--- config.mk ---
export PLATFORM = sky130hd
export DESIGN_NAME = csi_bringup_seq
export DESIGN_NICKNAME = d
export VERILOG_FILES = /design/src/rtl/csi_seq_pkg.sv /design/src/rtl/seq_timer.sv /design/src/rtl/stream_refcnt.sv /design/src/rtl/lane_stop_check.sv /design/src/rtl/csi_bringup_seq.sv
export SDC_FILE = /design/constraint.sdc
export NUM_CORES = 1
export LEC_CHECK = 0
export BUFFER_PORTS_ARGS = -buffer_cell sky130_fd_sc_hd__buf_2
export CORE_MARGIN = 5
export CORE_UTILIZATION = 40
export CTS_CLUSTER_SIZE = 14
export DETAILED_ROUTE_END_ITERATION = 12
export PLACE_DENSITY = 0.69
export SKIP_LAST_GASP = 1
export SLEW_MARGIN = 10
export SYNTH_ARGS = -nofsm -noshare
export SYNTH_HDL_FRONTEND = slang
export SYNTH_SLANG_ARGS = --single-unit
--- constraint.sdc ---
create_clock -name clk -period 2.1 [get_ports clk]
set_input_delay 0.21 -clock clk [delete_from_list [all_inputs] [get_ports clk]]
set_output_delay 0.21 -clock clk [all_outputs]
set_load 0.01 [all_outputs]
--- src/rtl/csi_seq_pkg.sv ---
package csi_seq_pkg;

    // Bit positions in the PHY lane-state word
    localparam int PHY_W         = 16;
    localparam int DATA_STOP_LSB = 4;
    localparam int CLK_HS_BIT    = 8;
    localparam int CLK_STOP_BIT  = 10;

    // Line rate assumed when none is supplied
    localparam int DEFAULT_MBPS  = 849;

    typedef enum logic [3:0] {
        S_IDLE,
        S_FREQ,
        S_LANES,
        S_REL_SHUT,
        S_REL_PHY,
        S_REL_CTRL,
        S_WAIT_STOP,
        S_SENSOR_ON,
        S_WAIT_CLK,
        S_UP,
        S_DOWN_SENSOR,
        S_DOWN_RESET
    } seq_state_e;

endpackage

--- src/rtl/seq_timer.sv ---
module seq_timer #(
    parameter int unsigned LIMIT = 100
) (
    input  logic clk,
    input  logic rst_n,
    input  logic restart,
    output logic expired
);
    localparam int CW = $clog2(LIMIT + 1);
    localparam logic [CW-1:0] LAST = CW'(LIMIT - 1);

    logic [CW-1:0] cnt_q;

    always_ff @(posedge clk or negedge rst_n) begin
        if (!rst_n) begin
            cnt_q <= '0;
        end else if (restart) begin
            cnt_q <= '0;
        end else if (cnt_q != LAST) begin
            cnt_q <= cnt_q + 1'b1;
        end
    end

    assign expired = (cnt_q == LAST);

    // the wait counter never runs past the window
    p_timer_bound_r6: assert property (@(posedge clk) disable iff (!rst_n)
        cnt_q <= LAST);

endmodule

--- src/rtl/stream_refcnt.sv ---
module stream_refcnt #(
    parameter int CNT_W = 4
) (
    input  logic             clk,
    input  logic             rst_n,
    input  logic             inc,
    input  logic             dec,
    input  logic             clr,
    output logic [CNT_W-1:0] cnt
);
    logic [CNT_W-1:0] cnt_q;

    always_ff @(posedge clk or negedge rst_n) begin
        if (!rst_n) begin
            cnt_q <= '0;
        end else if (clr) begin
            cnt_q <= '0;
        end else if (inc) begin
            cnt_q <= cnt_q + 1'b1;
        end else if (dec) begin
            cnt_q <= cnt_q - 1'b1;
        end
    end

    assign cnt = cnt_q;

    // the request gating never lets the count drop below zero
    p_no_underflow_r9: assert property (@(posedge clk) disable iff (!rst_n)
        dec |-> (cnt_q != '0));

    // the count never wraps past its maximum
    p_no_wrap_r9: assert property (@(posedge clk) disable iff (!rst_n)
        inc |-> (cnt_q != '1));

endmodule

--- src/rtl/lane_stop_check.sv ---
module lane_stop_check
    import csi_seq_pkg::*;
#(
    parameter int MAX_LANES = 4,
    parameter int LANE_W    = 2
) (
    input  logic [LANE_W-1:0] lane_code,
    input  logic [PHY_W-1:0]  phy_word,
    output logic              stop_met
);
    logic [MAX_LANES-1:0] lane_ok;

    for (genvar i = 0; i < MAX_LANES; i++) begin : g_lane
        // a lane beyond the active count does not need to be stopped
        assign lane_ok[i] = phy_word[DATA_STOP_LSB + i] || (LANE_W'(i) > lane_code);
    end

    assign stop_met = phy_word[CLK_STOP_BIT] && (&lane_ok);

endmodule

--- src/rtl/csi_bringup_seq.sv ---
module csi_bringup_seq
    import csi_seq_pkg::*;
#(
    parameter int          MAX_LANES  = 4,
    parameter int          RATE_W     = 12,
    parameter int          CNT_W      = 4,
    parameter int unsigned TMO_CYCLES = 100_000_000
) (
    input  logic                           clk,
    input  logic                           rst_n,
    input  logic [$clog2(MAX_LANES+1)-1:0] cfg_lanes,
    input  logic                           rate_valid,
    input  logic [RATE_W-1:0]              rate_mbps,
    input  logic                           stream_on_req,
    input  logic                           stream_off_req,
    input  logic [PHY_W-1:0]               phy_state,
    input  logic                           sensor_ack,
    output logic [$clog2(MAX_LANES)-1:0]   lane_code,
    output logic                           phy_shutdown_n,
    output logic                           phy_rst_n,
    output logic                           ctrl_rst_n,
    output logic                           freq_prog_req,
    output logic [RATE_W-1:0]              freq_mbps,
    output logic                           sensor_en,
    output logic                           link_up,
    output logic                           stop_warn,
    output logic                           link_err,
    output logic                           busy
);
    localparam int LANE_CFG_W = $clog2(MAX_LANES + 1);
    localparam int LANE_W     = $clog2(MAX_LANES);
    localparam logic [RATE_W-1:0]     DEF_RATE  = RATE_W'(DEFAULT_MBPS);
    localparam logic [LANE_CFG_W-1:0] LANES_CAP = LANE_CFG_W'(MAX_LANES);

    seq_state_e state_q, state_d;

    logic [CNT_W-1:0]  users;
    logic              on_ok, off_ok, start_go, stop_go, fatal;
    logic              tmo_exp, stop_met;
    logic [LANE_W-1:0] lane_q, lane_clamped;
    logic [RATE_W-1:0] rate_q;
    logic              warn_q, err_q;

    // ---------------- request gating and reference count ----------------
    assign on_ok    = stream_on_req && !stream_off_req && !busy && (users != '1);
    assign off_ok   = stream_off_req && !stream_on_req && !busy && (users != '0);
    assign start_go = on_ok && (users == '0);
    assign stop_go  = off_ok && (users == CNT_W'(1));

    stream_refcnt #(.CNT_W(CNT_W)) u_refcnt (
        .clk   (clk),
        .rst_n (rst_n),
        .inc   (on_ok),
        .dec   (off_ok),
        .clr   (fatal),
        .cnt   (users)
    );

    seq_timer #(.LIMIT(TMO_CYCLES)) u_timer (
        .clk     (clk),
        .rst_n   (rst_n),
        .restart (state_d != state_q),
        .expired (tmo_exp)
    );

    lane_stop_check #(.MAX_LANES(MAX_LANES), .LANE_W(LANE_W)) u_stop (
        .lane_code (lane_q),
        .phy_word  (phy_state),
        .stop_met  (stop_met)
    );

    always_comb begin
        if (cfg_lanes == '0) begin
            lane_clamped = '0;
        end else if (cfg_lanes > LANES_CAP) begin
            lane_clamped = LANE_W'(MAX_LANES - 1);
        end else begin
            lane_clamped = LANE_W'(cfg_lanes - 1'b1);
        end
    end

    assign fatal = tmo_exp &&
                   (((state_q == S_SENSOR_ON) && !sensor_ack) ||
                    ((state_q == S_WAIT_CLK) && !phy_state[CLK_HS_BIT]));

    // ---------------- state register ----------------
    always_ff @(posedge clk or negedge rst_n) begin
        if (!rst_n) state_q <= S_IDLE;
        else        state_q <= state_d;
    end

    // ---------------- next state ----------------
    always_comb begin
        state_d = state_q;
        unique case (state_q)
            S_IDLE:        if (start_go) state_d = S_FREQ;
            S_FREQ:        state_d = S_LANES;
            S_LANES:       state_d = S_REL_SHUT;
            S_REL_SHUT:    state_d = S_REL_PHY;
            S_REL_PHY:     state_d = S_REL_CTRL;
            S_REL_CTRL:    state_d = S_WAIT_STOP;
            S_WAIT_STOP:   if (stop_met || tmo_exp) state_d = S_SENSOR_ON;
            S_SENSOR_ON: begin
                if (sensor_ack)   state_d = S_WAIT_CLK;
                else if (tmo_exp) state_d = S_DOWN_SENSOR;
            end
            S_WAIT_CLK: begin
                if (phy_state[CLK_HS_BIT]) state_d = S_UP;
                else if (tmo_exp)          state_d = S_DOWN_SENSOR;
            end
            S_UP:          if (stop_go) state_d = S_DOWN_SENSOR;
            S_DOWN_SENSOR: state_d = S_DOWN_RESET;
            S_DOWN_RESET:  state_d = S_IDLE;
            default:       state_d = S_IDLE;
        endcase
    end

    // ---------------- captured values and sticky flags ----------------
    always_ff @(posedge clk or negedge rst_n) begin
        if (!rst_n) begin
            lane_q <= '0;
            rate_q <= '0;
            warn_q <= 1'b0;
            err_q  <= 1'b0;
        end else begin
            if (start_go) begin
                rate_q <= rate_valid ? rate_mbps : DEF_RATE;
                warn_q <= 1'b0;
                err_q  <= 1'b0;
            end
            if (state_q == S_FREQ) lane_q <= lane_clamped;
            if ((state_q == S_WAIT_STOP) && !stop_met && tmo_exp) warn_q <= 1'b1;
            if (fatal) err_q <= 1'b1;
        end
    end

    // ---------------- outputs ----------------
    always_comb begin
        phy_shutdown_n = 1'b0;
        phy_rst_n      = 1'b0;
        ctrl_rst_n     = 1'b0;
        freq_prog_req  = 1'b0;
        sensor_en      = 1'b0;
        link_up        = 1'b0;
        busy           = 1'b1;
        unique case (state_q)
            S_IDLE:        busy = 1'b0;
            S_FREQ:        freq_prog_req = 1'b1;
            S_LANES:       ;
            S_REL_SHUT:    phy_shutdown_n = 1'b1;
            S_REL_PHY: begin
                phy_shutdown_n = 1'b1;
                phy_rst_n      = 1'b1;
            end
            S_REL_CTRL, S_WAIT_STOP, S_DOWN_SENSOR: begin
                phy_shutdown_n = 1'b1;
                phy_rst_n      = 1'b1;
                ctrl_rst_n     = 1'b1;
            end
            S_SENSOR_ON, S_WAIT_CLK: begin
                phy_shutdown_n = 1'b1;
                phy_rst_n      = 1'b1;
                ctrl_rst_n     = 1'b1;
                sensor_en      = 1'b1;
            end
            S_UP: begin
                phy_shutdown_n = 1'b1;
                phy_rst_n      = 1'b1;
                ctrl_rst_n     = 1'b1;
                sensor_en      = 1'b1;
                link_up        = 1'b1;
                busy           = 1'b0;
            end
            S_DOWN_RESET:  ;
            default:       busy = 1'b0;
        endcase
    end

    assign lane_code = lane_q;
    assign freq_mbps = rate_q;
    assign stop_warn = warn_q;
    assign link_err  = err_q;

    // ---------------- assertions ----------------
    // controller reset is never released ahead of the PHY controls
    p_ctrl_after_phy_r4: assert property (@(posedge clk) disable iff (!rst_n)
        ctrl_rst_n |-> (phy_rst_n && phy_shutdown_n));

    // PHY reset is never released while the PHY is shut down
    p_phy_after_shut_r4: assert property (@(posedge clk) disable iff (!rst_n)
        phy_rst_n |-> phy_shutdown_n);

    // the frequency strobe is a single cycle inside the reset phase
    p_freq_pulse_r2: assert property (@(posedge clk) disable iff (!rst_n)
        freq_prog_req |=> !freq_prog_req);
    p_freq_in_reset_r2: assert property (@(posedge clk) disable iff (!rst_n)
        freq_prog_req |-> !phy_shutdown_n);

    // the sensor starts only after stop state or a stop-state timeout
    p_stop_gate_r5: assert property (@(posedge clk) disable iff (!rst_n)
        $rose(sensor_en) |-> ($past(stop_met) || stop_warn));

    // the link is up only after the HS clock was seen, with the sensor on
    p_up_after_clk_r7: assert property (@(posedge clk) disable iff (!rst_n)
        $rose(link_up) |-> $past(phy_state[CLK_HS_BIT]));
    p_up_needs_sensor_r7: assert property (@(posedge clk) disable iff (!rst_n)
        link_up |-> sensor_en);

    // resets assert only after the sensor has already stopped
    p_sensor_first_r10: assert property (@(posedge clk) disable iff (!rst_n)
        $fell(ctrl_rst_n) |-> !$past(sensor_en));

    // all three resets assert in the same cycle
    p_resets_together_r8: assert property (@(posedge clk) disable iff (!rst_n)
        $fell(ctrl_rst_n) |-> (!phy_rst_n && !phy_shutdown_n));

    // busy and streaming are exclusive
    p_busy_excl_r11: assert property (@(posedge clk) disable iff (!rst_n)
        busy |-> !link_up);

endmodule

==> qor.yml, run 1 <==
status: "complete, but fails checks"
violations: "setup timing"
crit_chain: "nor4bb_4 > nand4_1 > or4b_4 > a21oi_2 > a211o_1 > buf_6 > clkbuf_16 > nor3_2"
ant_nets: 0
cts_inserted_buffers: 5
wl_per_cell_microns: 13.5
path_clk_slew_ns: 0.10
peakVddDrop_uv: 744
max_stage_delay_ns: 0.57
place_congestion: 0.807
maxCapViolCount: 0
dr.pass1.iters: 4
yosys.cell_types.count: 54
cts.sinks: 51
skew_ns: 0.00757
yosys-top-cells-area: "dfrtp_1, xnor2_1, nor3_2, nand2_1, nor3_1"
hold_depth: 3
cp_max_fo: 7
clk_latency_ns: 0.31
p_per_area_nw_per_um2: 1170
synth_largest_area_cell: "dfrtp_1"
worst_hold_slack_ns: 0.123
ys_ff_latch: 51
seqPwrFrac: 0.284
slew_headroom: 0.644
regArea_sq_um: 1280
power_leakage_nw: 1.68
io_buffer_count: 49
hold_path_class: "input port to flip-flop"
core_area_sq_um: 7330
postSynthCellCount: 325
drt_iter0_markers: 98
grt_pass1_wl_mm: 11.7
start_util: 0.413
vias: 2587
cts-root-buf: "clkbuf_8"
synth_common_cells: "dfrtp_1, nand2_1, xnor2_1"
grt_antenna_before_repair: 0
h-tree-depth: 2
fillCellCount: 676
grtUsageTotal: 0.145
num_rows: 31
setup_viol: 27
multiInputGateArea_sq_um: 1650
grt_max_degree: 31
synth-main-ff-cell: "dfrtp_1"
critPathSlowestCell: "or4b_4"
die_height_microns: 97.0
grt_pass1_vias: 2577
area_delta_synth_final_pct: 29.5
clock.fmax_mhz: 456
synth_area_sq_um: 3030
synth_edf_count: 0
required_ns: 2.30
start_kind: "flip-flop"
syn-num-nets: 367
p_clk_frac: 0.128
cts_buffer_depth: 2
drive_above_1_share: 0.350
cp_data_arrival_time_ns: 2.40
place_inst: 495
async_reset_ff_frac: 1.00
setup_ws_ns: -0.0909
final_nets: 452
dp_hpwl_mm: 4.88
r2r_cells: 8
fin_crit_ns: 2.19
hold_viol_final: 0
synth_area_per_cell_sq_um: 9.32
synth_top_area_frac: 0.421
tightest_slew_ns: 0.534
gr-total-overflow: 0
synth.most_common_cell: "dfrtp_1"
crit_type: "flip-flop to flip-flop"
yosysWarnings: 0
ys_seq_area_frac: 0.421
ios: 60
rsz0062_at_grt: "true"
avgViaCountPerCell: 5.07
power_frac_comb: 0.588
die-area_sq_um: 9420
cts_tree: "yes"
fin_crit_sh: 1.04
slew_violations: 0
drc_errors: 0
power.internal_mw: 2.66
crit_path_end_kind: "flip-flop"
switchingPower_mw: 1.94
instances_no_fill: 510
routed_wl_mm: 6.89
die_width_microns: 97.0
switching_share: 0.422
diodes: 0
[registers in the layout, indices dropped and copies added (netlist names)]
signal         count
stop_warn          1
link_err           1
freq_mbps         12
state_q            4
u_timer.cnt_q     27
u_refcnt.cnt       4
lane_code          2
[placed cells by master (no fill, tap or decap), types with 2 or more instances in the layout]
cell type	count
o21ai_1	12
a31oi_1	2
nand4_1	4
dfrtp_1	51
nor3_2	24
o21ai_0	8
clkbuf_16	2
nand3_1	11
nor3b_1	2
a21oi_1	8
and3_1	2
clkbuf_8	5
nand2_1	38
buf_4	38
or3_4	2
nor2_1	20
buf_12	4
a211oi_1	2
nor3_1	14
nor4_1	2
inv_1	15
xnor2_1	25
buf_6	2
mux2i_1	2
nor2b_1	7
buf_2	49
ha_1	5
nor3_4	3
and4_1	2
xor2_1	4
or3_1	4
nand2b_1	8
and2_1	2
[routing by layer]
layer  global-route usage  vias up  wire [microns]
met4               0.0335        0              77
met3               0.0360        8             271
li1                     -     1297               -
met5                    0        -               0
met2                0.253       42            3520
met1                0.179     1240            3010
[through the flow]
| stage | setup slack, ns | util | instance area (sq um) | total power, mW | TNS, ns |
|---|---|---|---|---|---|
| after floorplan | 0.00963 | - | 3030 | 2.84 | 0 |
| after global placement | -0.0290 | 0.493 | 3610 | 3.35 | -0.447 |
| after detailed placement | -0.0884 | 0.493 | 3610 | 3.37 | -1.74 |
| after CTS | -0.0771 | 0.513 | 3760 | 4.21 | -1.62 |
| after global routing | -0.205 | 0.535 | 3920 | 4.92 | -5.12 |
| final | -0.0909 | 0.535 | 3920 | 4.60 | -1.97 |
[critical path: cells and delay by family, from the launching register on]
kind                   cells  cell delay (ns)
and+or+nand+nor            4             1.07
DFF                        1             0.42
AOI/OAI and AO/OA          2             0.30
buffers and inverters      2             0.29
[final cells by class]
| class | instances | share of cell area |
|---|---|---|
| Inverter | 15 | 0.0143 |
| Timing Repair Buffer | 97 | 0.184 |
| Clock inverter | 3 | 0.00702 |
| Sequential cell | 51 | 0.325 |
| Multi-Input combinational cell | 240 | 0.421 |
| Clock buffer | 5 | 0.0175 |
| Tap cell | 99 | 0.0316 |
[final timing paths]
| kind | startpoint | end | slack [ns] |
|---|---|---|---|
| max | u_timer.cnt_q[11] | u_timer.cnt_q[18] | -0.09 |
| min | rate_mbps[2] | freq_mbps[2] | 0.12 |
| max reg2reg | u_timer.cnt_q[11] | u_timer.cnt_q[18] | -0.09 |
| min reg2reg | link_err | link_err | 0.48 |
| max in group asynchronous | rst_n | u_refcnt.cnt[3] | 1.16 |
| min in group asynchronous | rst_n | u_timer.cnt_q[21] | 0.41 |
[repair_timing]
item / in CTS / in global routing
resized for setup: 1 / 20
endpoints found under the hold margin: 21 / 0
pin swaps: 4 / 20
endpoints found under the setup margin: 27 / 44
buffers inserted: 2 / 1
hold buffers: 1 / 0
gates cloned: 1 / 2
[power groups by stage]
stage / Combinational, mW / Sequential [mW] / Clock, mW
after CTS: 2.30 / 1.30 / 0.611
final: 2.70 / 1.30 / 0.590
after floorplan: 1.49 / 1.35 / 0
after detailed placement: 2.04 / 1.32 / 0
after global placement: 2.03 / 1.32 / 0
after global routing: 2.94 / 1.33 / 0.649
[cell families after synthesis]
group           share of synthesized area
compound gates                      0.107
xor+xnor                           0.0838
fa+ha+maj                          0.0239
buf+inv                            0.0636
flops                               0.421
mux                               0.00661
simple gates                        0.294
No activity file was read; power rests on OpenSTA's default activity.
==> inputs of run 2 (changes only) <==
Settings changed: RECOVER_POWER set to 50.
==> qor.yml, run 2 (same netlist as run 1, synthesis figures left out) <==
status: "complete, but fails checks"
violations: "setup timing"
instances_no_fill: 510
drt-met1-wl_mm: 3.00
crit_chain: "nor4bb_4 > nand4_1 > or4b_4 > a21oi_2 > a211o_1 > buf_6 > clkbuf_16 > nor3_2"
power.internal_mw: 2.65
clk_latency_ns: 0.31
cts_inserted_buffers: 5
power_frac_comb: 0.588
diodes: 0
regArea_sq_um: 1280
ant_nets: 0
cts_buffer_depth: 2
start_util: 0.413
cts_tree: "yes"
hold_depth: 3
peakVddDrop_uv: 744
routed_wl_mm: 6.89
required_ns: 2.30
start_kind: "flip-flop"
core_area_sq_um: 7330
power_leakage_nw: 1.67
io_buffer_count: 49
r2r_cells: 8
cts.sinks: 51
crit_path_end_kind: "flip-flop"
gr-total-overflow: 0
skew_ns: 0.00727
grt_pass1_vias: 2577
max_stage_delay_ns: 0.57
switchingPower_mw: 1.94
p_total_mw: 4.59
layout_commonest_cell: "dfrtp_1"
grt_max_degree: 31
tightest_slew_ns: 1.21
rsz0062_at_grt: "true"
slew_headroom: 0.193
area_delta_synth_final_pct: 29.0
fillCellCount: 678
cp_data_arrival_time_ns: 2.40
wl_per_cell_microns: 13.5
num_rows: 31
vias: 2596
dr.pass1.iters: 4
setup_viol: 27
dp_hpwl_mm: 4.88
switching_share: 0.423
die_height_microns: 97.0
final_cell_mix: "dfrtp_1, buf_2, nand2_1, buf_4, xnor2_1"
fin_crit_ns: 2.19
setup_ws_ns: -0.0937
drt_iter0_markers: 78
place_inst: 495
fin_crit_sh: 1.04
place_congestion: 0.807
pre_cts_ws_ns: -0.0884
grt_antenna_before_repair: 0
cp_max_fo: 7
maxCapViolCount: 0
drc_errors: 0
multiInputGateArea_sq_um: 1650
seqPwrFrac: 0.284
crit_type: "flip-flop to flip-flop"
ios: 60
grtUsageTotal: 0.145
clock.fmax_mhz: 456
largest_reg_flops: 27
final_nets: 452
slew_violations: 0
drive_above_1_share: 0.345
critPathSlowestCell: "or4b_4"
path_clk_slew_ns: 0.10
top_register: "u_timer.cnt_q"
die_width_microns: 97.0
dr_wl_met3_microns: 267
grt_pass1_wl_mm: 11.7
h-tree-depth: 2
p_clk_frac: 0.129
dr_wl_met2_mm: 3.55
avgViaCountPerCell: 5.09
highest_layer: "met4"
hold_viol_final: 0
p_per_area_nw_per_um2: 1180
cts-root-buf: "clkbuf_8"
die-area_sq_um: 9420
hold_path_class: "input port to flip-flop"
## run 2: cell count changes in the layout (fill, tap and decap cells not counted)
cell / delta
clkbuf_1: +2
buf_12: -1
clkbuf_4: +1
buf_2: -2
## run 2: area by class of cell
type                       instances  share of cell area
timing repair buffer              97               0.181
tap                               99              0.0317
inverter                          15              0.0144
clock buffer                       5              0.0176
sequential                        51               0.327
clock inverter                     3             0.00704
multi-input combinational        240               0.422
## run 2: layer usage
layer	vias to the layer above	global-route usage
li1	1295	-
met1	1249	0.179
met2	44	0.253
met3	8	0.0360
met4	0	0.0335
met5	-	0
## run 2: worst max-delay path, delay by kind of cell (launching register included)
family / cells / cell delay [ns]
buffers and inverters: 2 / 0.29
and+or+nand+nor: 4 / 1.07
DFF: 1 / 0.42
AOI/OAI and AO/OA: 2 / 0.30
## run 2: per-stage QoR
step / cell area [sq um] / TNS [ns] / hold slack [ns] / utilization
5_1_grt: 3910 / -5.14 / 0.112 / 0.533
6_report: 3910 / -2.04 / 0.123 / 0.533
4_1_cts: 3760 / -1.62 / 0.119 / 0.513
3_3_place_gp: 3610 / -0.447 / 0.226 / 0.493
3_5_place_dp: 3610 / -1.74 / 0.228 / 0.493
2_1_floorplan: 3030 / 0 / -0.0856 / -
## run 2: what timing repair did
| action | 4_1_cts | 5_1_grt |
|---|---|---|
| hold buffers | 1 | 0 |
| setup buffers | 2 | 1 |
| resized for setup | 1 | 20 |
| endpoints found under the hold margin | 21 | 0 |
| pin swaps | 4 | 20 |
| gates cloned | 1 | 2 |
| setup endpoints to repair | 27 | 44 |
## run 2: final timing paths
kind / from / end / slack [ns]
setup / recovery: u_timer.cnt_q[11] / u_timer.cnt_q[18] / -0.09
hold / removal: rate_mbps[2] / freq_mbps[2] / 0.12
setup reg to reg: u_timer.cnt_q[11] / u_timer.cnt_q[18] / -0.09
hold reg to reg: link_err / link_err / 0.48
max in group asynchronous: rst_n / u_refcnt.cnt[3] / 0.31
min in group asynchronous: rst_n / u_timer.cnt_q[21] / 0.67
## run 2: power groups by stage
stage	Combinational [mW]	Sequential [mW]	Clock (mW)
2_1_floorplan	1.49	1.35	0
3_3_place_gp	2.03	1.32	0
3_5_place_dp	2.04	1.32	0
4_1_cts	2.30	1.30	0.611
5_1_grt	2.94	1.33	0.649
6_report	2.70	1.30	0.591
